==> src/rtl/gpio_port16.sv <==
module gpio_port16 #(
  parameter int BANK_W = 8,
  parameter int NBANK = 2,
  localparam int NPIN = BANK_W * NBANK,
  localparam int BSEL_W = $clog2(NBANK),
  localparam int IDX_W = BSEL_W + 2
) (
  input  logic              clk,
  input  logic              rst_n,
  input  logic [IDX_W-1:0]  reg_idx,
  input  logic              wr_en,
  input  logic              rd_en,
  input  logic [BANK_W-1:0] wdata,
  output logic [BANK_W-1:0] rdata,
  input  logic [NPIN-1:0]   pin_in,
  output logic [NPIN-1:0]   pin_oe,
  output logic [NPIN-1:0]   pin_out,
  output logic              int_n
);

  localparam logic [1:0] SEL_IN  = 2'd0;
  localparam logic [1:0] SEL_OUT = 2'd1;
  localparam logic [1:0] SEL_POL = 2'd2;
  localparam logic [1:0] SEL_DIR = 2'd3;

  logic [1:0]        sel;
  logic [BSEL_W-1:0] bsel;
  assign sel  = reg_idx[IDX_W-1 -: 2];
  assign bsel = reg_idx[BSEL_W-1:0];

  logic [NPIN-1:0]   sync_a, sync_b;
  logic [NPIN-1:0]   out_q, dir_q;
  logic [NBANK-1:0]  chg;
  logic [BANK_W-1:0] view [NBANK];
  logic [1:0]        warm;
  logic              ready;
  logic              int_q;
  logic [BANK_W-1:0] rdata_q;

  assign ready = (warm == 2'd3);

  always_ff @(posedge clk or negedge rst_n) begin
    if (!rst_n) begin
      sync_a <= '0;
      sync_b <= '0;
    end else begin
      sync_a <= pin_in;
      sync_b <= sync_a;
    end
  end

  always_ff @(posedge clk or negedge rst_n) begin
    if (!rst_n) warm <= 2'd0;
    else if (!ready) warm <= warm + 2'd1;
  end

  for (genvar b = 0; b < NBANK; b++) begin : g_bank
    localparam int LO = b * BANK_W;
    logic              hit;
    logic [BANK_W-1:0] o_r, p_r, d_r, s_r, live;

    assign hit  = (bsel == BSEL_W'(b));
    assign live = sync_b[LO +: BANK_W];

    always_ff @(posedge clk or negedge rst_n) begin
      if (!rst_n) begin
        o_r <= '1;
        p_r <= '0;
        d_r <= '1;
        s_r <= '0;
      end else begin
        if (wr_en && hit && sel == SEL_OUT) o_r <= wdata;
        if (wr_en && hit && sel == SEL_POL) p_r <= wdata;
        if (wr_en && hit && sel == SEL_DIR) d_r <= wdata;
        if (!ready || (rd_en && hit && sel == SEL_IN)) s_r <= live;
      end
    end

    always_comb begin
      case (sel)
        SEL_IN:  view[b] = live ^ p_r;
        SEL_OUT: view[b] = o_r;
        SEL_POL: view[b] = p_r;
        default: view[b] = d_r;
      endcase
    end

    assign chg[b] = |((live ^ s_r) & d_r);
    assign out_q[LO +: BANK_W] = o_r;
    assign dir_q[LO +: BANK_W] = d_r;
  end

  always_ff @(posedge clk or negedge rst_n) begin
    if (!rst_n) int_q <= 1'b1;
    else int_q <= !(ready && (|chg));
  end

  always_ff @(posedge clk or negedge rst_n) begin
    if (!rst_n) rdata_q <= '0;
    else if (rd_en) rdata_q <= view[bsel];
  end

  assign pin_out = out_q;
  assign pin_oe  = ~dir_q;
  assign int_n   = int_q;
  assign rdata   = rdata_q;

endmodule

==> config.mk <==
export PLATFORM = sky130hd
export DESIGN_NAME = gpio_port16
export DESIGN_NICKNAME = d
export VERILOG_FILES = /design/src/rtl/gpio_port16.sv
export SDC_FILE = /design/constraint.sdc
export NUM_CORES = 1
export LEC_CHECK = 0
export ABC_AREA = 1
export BUFFER_PORTS_ARGS = -buffer_cell sky130_fd_sc_hd__buf_2
export CAP_MARGIN = 40
export CORE_UTILIZATION = 25
export DETAILED_ROUTE_END_ITERATION = 8
export PLACE_DENSITY = 0.4
export SLEW_MARGIN = 20
export SYNTH_ARGS = -nofsm -noshare
export SYNTH_HDL_FRONTEND = slang
export SYNTH_SLANG_ARGS = --single-unit
export TNS_END_PERCENT = 20
==> constraint.sdc <==
create_clock -name clk -period 1.2 [get_ports clk]
set_clock_uncertainty 0.15 [all_clocks]
set_input_delay 0.18 -clock clk [delete_from_list [all_inputs] [get_ports clk]]
set_output_delay 0.18 -clock clk [all_outputs]
set_load 0.01 [all_outputs]
==> metrics.md, run 1 <==
| Metric | Value |
|---|---|
| Power Total | `10.7 mW` |
| Share of cells above drive strength 1 | `between 30% and 40%` |
| Mux cell area share after synthesis | `less than 1%` |
| Most frequent CP cell | `buf_6` |
| Die height | `139 µm` |
| Worst-skew pair later-pin latency | `approximately 350 ps` |
| Peak supply drop | `between 0.0007 and 0.0008 V` |
| Post-layout util | `38.1%` |
| Final Hold Vio Count | `0` |
| Die X | `between 100 and 150 µm` |
| Net count after synthesis | `577` |
| Total grt overflow | `0` |
| Most frequent cell after synthesis | `nand2_1` |
| Final instance area | `roughly 6900 µm²` |
| Slew @ Worst Pin | `348 ps` |
| Final Cycle Share | `122%` |
| Port bufs | `71` |
| Syn Area/Cell | `8.59 µm²` |
| Critical path buffers and inverters | `3` |
| CP delay by family, top | `flip-flops` |
| Initial antenna violation count | `0` |
| Rel. slew slack | `about 77%` |
| NumNets Final | `751` |
| Area of the mapped netlist | `~4700 µm²` |
| First-pass GRT wire length | `about 23 mm` |
| Vias/cell | `4.41` |
| Maxcap violations | `0` |
| Crit-path cells | `buf_6, inv_2, buf_6` |
| Register bit total from synthesis | `107` |
| Vias in the first global route | `4364` |
| Post-Synth Simple-Gate Area | `21.2%` |
| CP Max Fanout | `2` |
| Yosys warnings | `0` |
| Sequential element share of the synthesized area | `about 58%` |
| Leak pwr | `around 3.3 nW` |
| Clk sink count | `107` |
| Num CTS Buffers | `9` |
| Fmax | `0.685 GHz` |
| Hold Slack | `between 40 and 50 ps` |
| # setup viols final | `56` |
| CTS root buffer | `clkbuf_16` |
| WL/cell | `14.3 µm` |
| Core area | `between 15000 and 20000 µm²` |
| DRT Pass-1 Iters | `7` |
| Top cells by area, synth | `dfrtp_1, dfstp_2, nand2_1` |
| Fraction of registers with async set/reset | `100%` |
| Slew Limit Fails | `0` |
| DP Worst Slack | `-228 ps` |
| Ys flop type | `dfrtp_1` |
| Antenna diodes | `0` |
| Min setup slack post-route | `-260 ps` |
| Largest net degree at the start of global routing | `50` |
| CTS tree | `done` |
| Fraction of synthesized cell area in xor and xnor cells | `less than 1%` |
| Largest family of logic cells by synthesized area | `simple AND/OR/NAND/NOR gates` |
| Fill count | `about 1900` |
| Number of enable flip-flop cells after synthesis | `0` |
| Routed WL | `13.6 mm` |
| Routability cong. | `0.764` |
| Initial DRC count | `around 230` |
| Post-synth top area cell | `dfrtp_1` |
| Placed inst area | `approximately 5800 µm²` |
| Io pins | `72` |
| Total Routing Usage GR | `between 10% and 20%` |
| Post-synthesis adder-cell area fraction | `0.267%` |
| WS Path Type | `reg -> out` |
| Routed Antenna Nets | `0` |
| Crit path DAT | `roughly 1100 ps` |
| Row Count | `roughly 50` |
| Synth cell count leaders | `nand2_1, dfrtp_1, inv_1` |
| RSZ-0062 raised after global routing | `true` |
| Status | `finished, violations left` |
| Tmin final | `around 1500 ps` |
| Clk slew on worst S/H paths | `about 80 ps` |
| DRC | `12` |
| Hold crit path type | `in -> async` |
| Compound-Gate Fraction of Synth Area | `between 10 and 15%` |
| Die ar. | `roughly 19000 µm²` |
| Violated checks | `DRC, setup timing` |
| Via count | `about 4200` |
| Mapped Cells | `545` |
| Share of the synthesized area in the top cell type | `between 30% and 40%` |
| DP HPWL | `roughly 9.9 mm` |
| CP max-delay cell | `dfstp_2` |
| Critical Path RT | `around 870 ps` |
| Crit. End Element | `primary output` |
| Area delta synth->final | `47.8%` |
| H-Tree Level Count | `3` |
| Pwr/cell area | `around 1500 nW/µm²` |
| CTS Buffer Depth | `2` |
| Post-synth cell types | `23` |
| Starting Density | `between 20% and 30%` |
| Max incr delay on CP | `550 ps` |
| Startpoint Class | `register` |
-- final timing paths --
kind | from | to | slack [ps] | cells past startpoint
worst max-delay path | g_bank[0].d_r[4] | pin_oe[4] | -260 | 3
worst min-delay path | rst_n | sync_a[15] | 50 | 2
worst max register to register | g_bank[0].d_r[6] | int_n | -150 | 8
worst min register to register | sync_a[5] | sync_b[5] | 200 | 0
max in group asynchronous | rst_n | g_bank[0].d_r[7] | 280 | 3
min in group clk | reg_idx[0] | rdata[7] | 140 | 4
-- through the flow --
step,cells,setup TNS [ps]
2_1_floorplan,545,0
3_3_place_gp,885,-8280
3_5_place_dp,885,-10330
4_1_cts,946,-8590
5_1_grt,953,-10570
6_report,953,-7270
-- registers in the layout, summed over array words and instances, names as in the netlist --
signal,count
g_bank.d_r,16
g_bank.o_r,16
g_bank.p_r,16
g_bank.s_r,16
sync_a,16
sync_b,16
rdata,8
warm,2
int_n,1
-- cells by family (layout without fill, tap and decap cells) --
| family | after synthesis | count (layout) |
|---|---|---|
| xor+xnor | 1 | 1 |
| flops | 107 | 107 |
| fa+ha+maj | 1 | 1 |
| buf+inv | 81 | 260 |
| simple gates | 244 | 244 |
| mux | 1 | 1 |
| compound gates | 110 | 110 |
-- per-layer routing --
metal  GRT usage, %  part of all wire (%)  vias up
li1               -                     -     2072
met5              0                     0        -
met4           4.74                   1.7        0
met2           25.4                    48       84
met1           19.7                    45     2031
met3           3.69                   4.8       16
-- worst reg2reg max path, cell delays in order (launching register included) --
cell	delay [ps]
dfstp_2	570
buf_6	110
nand2_4	40
nor2_4	140
nor2_4	60
nand2_2	90
nor2_4	50
nand2_2	50
nand2_1	40
-- layout by cell type (no fill, tap or decap), types with 4 or more instances in the layout --
cell	n
nand2_1	155
dfrtp_1	74
buf_4	66
inv_1	47
o21ai_0	44
buf_6	42
buf_2	37
dfstp_2	33
nor2_1	30
nand3_1	28
o21ai_1	25
dlygate4sd3_1	25
inv_2	19
a21oi_1	18
o211ai_1	11
nor2_2	9
clkbuf_16	9
a21oi_2	8
buf_12	8
nor2_4	6
nand2_2	6
or2_4	4
-- power by group --
group	internal, mW	total (mW)	switching [mW]
Sequential	4.28	4.72	0.437
Combinational	1.42	2.70	1.28
Clock	1.84	3.26	1.42
-- area by class of cell --
cell class              count  area [µm²]  area share (%)
flip-flops and latches    107        2720            39.3
multi-input cells         357        1780            25.7
repair buffers            178        1560            22.6
well taps                 229         287            4.14
inverters                  66         248            3.58
clock buffers               9         225            3.25
clock inverters             7         100            1.45
-- timing repair --
item | CTS | global route
setup buffers | 20 | 7
hold buffers | 25 | 0
setup endpoints to repair | 65 | 67
resized for setup | 75 | 35
pin swaps | 3 | 11
endpoints found under the hold margin | 102 | 0
(Power assumes the default switching activity.)
==> inputs of run 2 (changes only) <==
Settings changed: PLACE_DENSITY 0.4 to 0.39.
Clock period 1.2 ns to 1.4 ns, I/O delays scaled along.
==> run 2 against run 1 <==
Largest power group unchanged. Clock-buffer cell count up 3. Die area unchanged. Utilization down 2.3 points. Global-route usage down 0.75 points. Non-clock buffer count down 30. Largest cell class unchanged. Sequential power down 14%. Flip-flop and latch count unchanged. Register-to-register slack better by 200 ps. The flow still finishes with violations (DRC, setup timing).
==> metrics.md, run 2 (synthesis gave the netlist of run 1 again) <==
| Metric | Value |
|---|---|
| Status | `finished, violations left` |
| Violated checks | `DRC, setup timing` |
| Most Crowded Layer GR | `met2` |
| Core area | `18100 µm²` |
| FF-to-FF path depth | `8` |
| Io pins | `between 70 and 80` |
| Num CTS Buffers | `9` |
| Crit. End Element | `primary output` |
| Routed WL | `13.3 mm` |
| Startpoint of the worst-slack reg-to-reg timing path | `g_bank[0].d_r[7]` |
| Pwr/cell area | `1390 nW/µm²` |
| Critical path buffers and inverters | `2` |
| Peak supply drop | `0.000617 V` |
| Row Count | `between 40 and 50` |
| Area delta synth->final | `38.8%` |
| Min setup slack post-route | `-21.6 ps` |
| Vias in the first global route | `a little under 4000` |
| NumNets Final | `approximately 720` |
| Hold crit path type | `in -> reg` |
| Startpoint Class | `register` |
| Die height | `139 µm` |
| Rel. slew slack | `between 50% and 60%` |
| DRC | `5` |
| Clk slew on worst S/H paths | `70 ps` |
| Commonest non-fill, non-tap cells in the layout | `nand2_1, dfrtp_1, o21ai_0, inv_1, buf_4` |
| Vias/cell | `4.40` |
| Via count | `around 4000` |
| Antenna diodes | `0` |
| # setup viols final | `16` |
| DP HPWL | `around 10 mm` |
| CTS Buffer Depth | `2` |
| Crit-path cells | `inv_2, buf_6` |
| DRT Pass-1 Iters | `8` |
| Final Hold Vio Count | `0` |
| CP max-delay cell | `dfstp_2` |
| Share of cells above drive strength 1 | `between 30 and 40%` |
| Largest net degree at the start of global routing | `70` |
| Most common cell after layout, fill and taps aside | `nand2_1` |
| Met2 usage | `between 20% and 30%` |
| Hold Path Sink | `rdata[0]` |
| Starting Density | `roughly 26%` |
| Die X | `between 100 and 150 µm` |
| TNS Setup | `-138 ps` |
| Worst-skew pair later-pin latency | `between 300 and 400 ps` |
| Maxcap violations | `0` |
| Initial DRC count | `approximately 250` |
| RSZ-0062 raised after global routing | `true` |
| Routability cong. | `between 0.7 and 0.8` |
| CP delay by family, top | `flip-flops` |
| First-pass GRT wire length | `roughly 21 mm` |
| M3 GR Usage | `4.11%` |
| Critical Path RT | `approximately 1000 ps` |
| WS Path Type | `reg -> out` |
| Grt met1 use | `19.9%` |
| Hold Crit Depth | `5` |
| Tmin final | `1420 ps` |
| Hold Path Origin | `rd_en` |
| CP Max Fanout | `3` |
| Slew Limit Fails | `0` |
| Fmax | `0.703 GHz` |
| Crit path DAT | `approximately 1100 ps` |
| CTS tree | `done` |
| Slew @ Worst Pin | `688 ps` |
| Routed Antenna Nets | `0` |
| Total grt overflow | `0` |
| Fill count | `between 1500 and 2000` |
| Hold Slack | `174 ps` |
| Leak pwr | `approximately 3.1 nW` |
| R2R Path End | `int_n` |
| Die ar. | `between 15000 and 20000 µm²` |
| WL/cell | `14.4 µm` |
| CTS root buffer | `clkbuf_16` |
| FF-to-FF setup slack | `50 ps` |
| H-Tree Level Count | `3` |
| Final Cycle Share | `102%` |
| Post-layout util | `a little over a third` |
| Port bufs | `71` |
| Initial antenna violation count | `0` |
| Clk sink count | `107` |
| Max incr delay on CP | `roughly 540 ps` |
| Total Routing Usage GR | `14.6%` |
==> run 2: changes by cell type in the layout (fill, tap and decap cells not counted), sizes merged <==
cell,previous run,this run
clkinvlp,3,1
inv,67,66
bufinv,2,3
clkinv,1,0
clkbuf,9,12
buf,153,123
==> run 2: power breakdown <==
part / internal, mW / total [mW] / switching, mW / leakage, nW
clock network: 1.85 / 3.00 / 1.15 / 0.169
registers: 3.67 / 4.05 / 0.375 / 1.22
logic: 1.00 / 1.99 / 0.990 / 1.70
==> run 2: layout make-up <==
class	instances	area [µm²]	share of cell area, %
flip-flops and latches	107	2720	41.8
multi-input cells	357	1650	25.4
repair buffers	148	1240	19.1
well taps	229	287	4.41
clock buffers	12	256	3.95
inverters	66	248	3.81
clock inverters	4	97.6	1.50
==> run 2: worst reg2reg max path, cell delays in order (launching register included) <==
cell and delay [ps]:
dfstp_2 560, buf_4 130, nand2_1 50, nor2_1 100
nor2_1 60, nand2_1 70, nor2_2 50, nand2_1 70
nand2_1 50
==> run 2: worst max path at each step <==
stage | end | start | cells after the start | slack, ps
after floorplan | g_bank[0].s_r[2] | warm[0] | 5 | 90
after global placement | g_bank[1].s_r[2] | reg_idx[2] | 4 | -80
after detailed placement | g_bank[1].s_r[6] | reg_idx[2] | 3 | -120
after CTS | pin_oe[7] | g_bank[0].d_r[7] | 2 | -60
after global routing | pin_oe[2] | g_bank[0].d_r[2] | 2 | -60
final | pin_oe[13] | g_bank[1].d_r[5] | 2 | -20
==> run 2: per-layer routing <==
layer	wire length, µm	vias up
li1	-	2017
met2	6060	99
met5	0	-
met1	6350	1933
met3	712	10
met4	175	0
==> run 2: metrics by stage <==
step	setup slack, ps	instance area (µm²)	instances	power (mW)
floorplan	90.9	4680	545	4.87
global placement	-76.9	5510	862	5.58
detailed placement	-116	5510	862	5.61
CTS	-60.6	6410	919	9.12
global route	-60.5	6500	923	9.56
finish	-21.6	6500	923	9.04
==> run 2: what timing repair did <==
item,CTS,global route
resized for setup,42,17
hold buffers,25,0
pin swaps,0,1
hold endpoints to repair,98,0
endpoints found under the setup margin,47,36
setup buffers,17,4
==> inputs of run 3 (changes only) <==
Settings changed: ABC_AREA 1 to default, CTS_CLUSTER_SIZE from default to 25, PLACE_DENSITY 0.39 to 0.38.
==> run 3 against run 2 <==
The flow finishes with violations (setup timing). Final cell count decreased by 17%. Global-route usage decreased by 0.22 points. Clock-buffer cell count decreased by 2. Register-to-register slack got worse by 220 ps. First-iteration DRC count decreased by 39%. Critical path type is now reg -> reg. Largest power group unchanged. Highest routed layer unchanged.
==> metrics.md, run 3 <==
| Metric | Value |
|---|---|
| Status | `finished, violations left` |
| Violated checks | `setup timing` |
| Crit-path cells | `xnor2_2, o22ai_2, nor4_2, buf_4, a21bo_4` |
| Leak pwr | `~3 nW` |
| Crit. End Element | `register` |
| Initial antenna violation count | `0` |
| R2R Path End | `int_n` |
| Number of enable flip-flop cells after synthesis | `0` |
| Crit path DAT | `approximately 1700 ps` |
| Share of cells above drive strength 1 | `about three fifths` |
| Routed WL | `between 10 and 15 mm` |
| Startpoint Class | `register` |
| Fin cells | `around 760` |
| Max incr delay on CP | `~410 ps` |
| H-Tree Level Count | `3` |
| Clk slew on worst S/H paths | `~80 ps` |
| Hold Slack | `approximately 23 ps` |
| DP HPWL | `~9.5 mm` |
| Clk sink count | `~110` |
| Critical Path RT | `1550 ps` |
| Final Cycle Share | `112%` |
| Die X | `approximately 140 µm` |
| Routed Antenna Nets | `0` |
| Pwr/cell area | `1370 nW/µm²` |
| Row Count | `50` |
| Io pins | `72` |
| Worst-skew pair later-pin latency | `around 350 ps` |
| Post-synth top area cell | `dfrtp_1` |
| Largest net degree at the start of global routing | `58` |
| CTS Buffer Depth | `2` |
| Via count | `3325` |
| Peak supply drop | `0.000529 V` |
| Startpoint of the worst-slack reg-to-reg timing path | `g_bank[1].s_r[3]` |
| Num CTS Buffers | `9` |
| Slew Limit Fails | `0` |
| Final Hold Vio Count | `0` |
| Hold Path Sink | `g_bank[1].p_r[7]` |
| Most frequent cell after synthesis | `mux2_2` |
| Die ar. | `19500 µm²` |
| Sequential element share of the synthesized area | `57.3%` |
| Min setup slack post-route | `-169 ps` |
| CTS root buffer | `clkbuf_16` |
| Register bit total from synthesis | `approximately 110` |
| Total grt overflow | `0` |
| Fraction of registers with async set/reset | `100%` |
| Area of the mapped netlist | `4750 µm²` |
| TNS Setup | `-2580 ps` |
| FF-to-FF path depth | `5` |
| DRC | `0` |
| Core area | `roughly 19000 µm²` |
| Rel. slew slack | `between 70% and 80%` |
| Total Routing Usage GR | `between 10% and 20%` |
| Top cells by area, synth | `dfrtp_1, mux2_2, dfstp_2` |
| Antenna diodes | `0` |
| Final instance area | `about 7000 µm²` |
| Slew @ Worst Pin | `approximately 410 ps` |
| Initial DRC count | `150` |
| Commonest non-fill, non-tap cells in the layout | `dfrtp_1, buf_4, mux2_2, buf_6, buf_2` |
| Yosys warnings | `0` |
| Starting Density | `between 20% and 30%` |
| Mapped Cells | `355` |
| Share of the synthesized area in the top cell type | `roughly 39%` |
| NumNets Final | `556` |
| # placed instances | `around 720` |
| Hold crit path type | `in -> reg` |
| DRT Pass-1 Iters | `4` |
| CP Max Fanout | `2` |
| Routability cong. | `between 0.7 and 0.8` |
| Vias/cell | `4.36` |
| FF-to-FF setup slack | `-170 ps` |
| CP max-delay cell | `dfrtp_1` |
| Maxcap violations | `0` |
| Tmin final | `between 1500 and 2000 ps` |
| Syn Area/Cell | `~13 µm²` |
| Net count after synthesis | `387` |
| Most common cell after layout, fill and taps aside | `dfrtp_1` |
| Post-synth cell types | `32` |
| WS Path Type | `reg -> reg` |
| First-pass GRT wire length | `between 20 and 25 mm` |
| DP Worst Slack | `-431 ps` |
| Placed inst area | `roughly 6000 µm²` |
| Fmax | `between 0.6 and 0.7 GHz` |
| Synth cell count leaders | `mux2_2, dfrtp_1, dfstp_2` |
| CTS tree | `done` |
| Ys flop type | `dfrtp_1` |
| Hold Path Origin | `wdata[7]` |
| WL/cell | `approximately 17 µm` |
| Die height | `about 140 µm` |
| Hold Crit Depth | `2` |
| Port bufs | `about 70` |
| RSZ-0062 raised after global routing | `true` |
| Area delta synth->final | `45.0%` |
| # setup viols final | `38` |
| Vias in the first global route | `roughly 3500` |
[run 3: logic make-up after synthesis]
| kind of cell | Yosys count | synth area share [%] |
|---|---|---|
| compound gates | 43 | 6.46 |
| simple gates | 58 | 6.96 |
| mux | 95 | 22.4 |
| flops | 107 | 57.3 |
| buf+inv | 34 | 3.51 |
| xor+xnor | 17 | 3.14 |
| fa+ha+maj | 1 | 0.264 |
[run 3: area by class of cell]
type                    instances  area [µm²]
clock buffers                  10         239
fillers                      1868       11800
well taps                     234         293
inverters                      17        66.3
multi-input cells             214        1990
flip-flops and latches        107        2720
repair buffers                175        1500
clock inverters                 6        72.6
[run 3: worst max-delay path: cells and delay by family, from the launching register on]
family | cells | cell delay [ps]
XOR/XNOR | 1 | 270
buffers and inverters | 1 | 170
flip-flops | 1 | 410
AO/OA/AOI/OAI | 2 | 280
AND/OR/NAND/NOR | 1 | 230
[run 3: worst max path at each step]
stage	start	to	slack [ps]	depth (start not counted)
after global placement	sync_b[11]	int_n	-450	5
after floorplan	reg_idx[0]	g_bank[0].s_r[0]	-140	5
final	g_bank[1].s_r[3]	int_n	-170	5
after global routing	sync_b[8]	int_n	-220	5
after CTS	g_bank[1].s_r[3]	int_n	-160	5
after detailed placement	sync_b[11]	int_n	-430	5
[run 3: power by group]
part / internal, mW / switching (mW)
clock: 1.46 / 1.21
sequential: 3.75 / 0.431
combinational: 1.59 / 1.01
total: 6.80 / 2.65
[run 3: timing repair]
action,4_1_cts,5_1_grt
pin swaps,5,9
setup endpoints to repair,49,58
buffers inserted,5,1
hold endpoints to repair,94,0
resized for setup,78,27
hold buffers,17,0
[run 3: metal layers]
metal,share of wire (%),vias up,track usage [%]
met5,0,-,0
met4,0.95,0,3.30
met3,3.4,9,3.92
met2,45,50,21.9
met1,50,1662,20.1
li1,-,1604,-
[run 3: metrics by stage]
step                power [mW]  util [%]
floorplan                 5.19         -
global placement          6.24      32.0
detailed placement        6.28      32.0
CTS                       9.51      36.5
global route              10.0      36.9
finish                    9.45      36.9
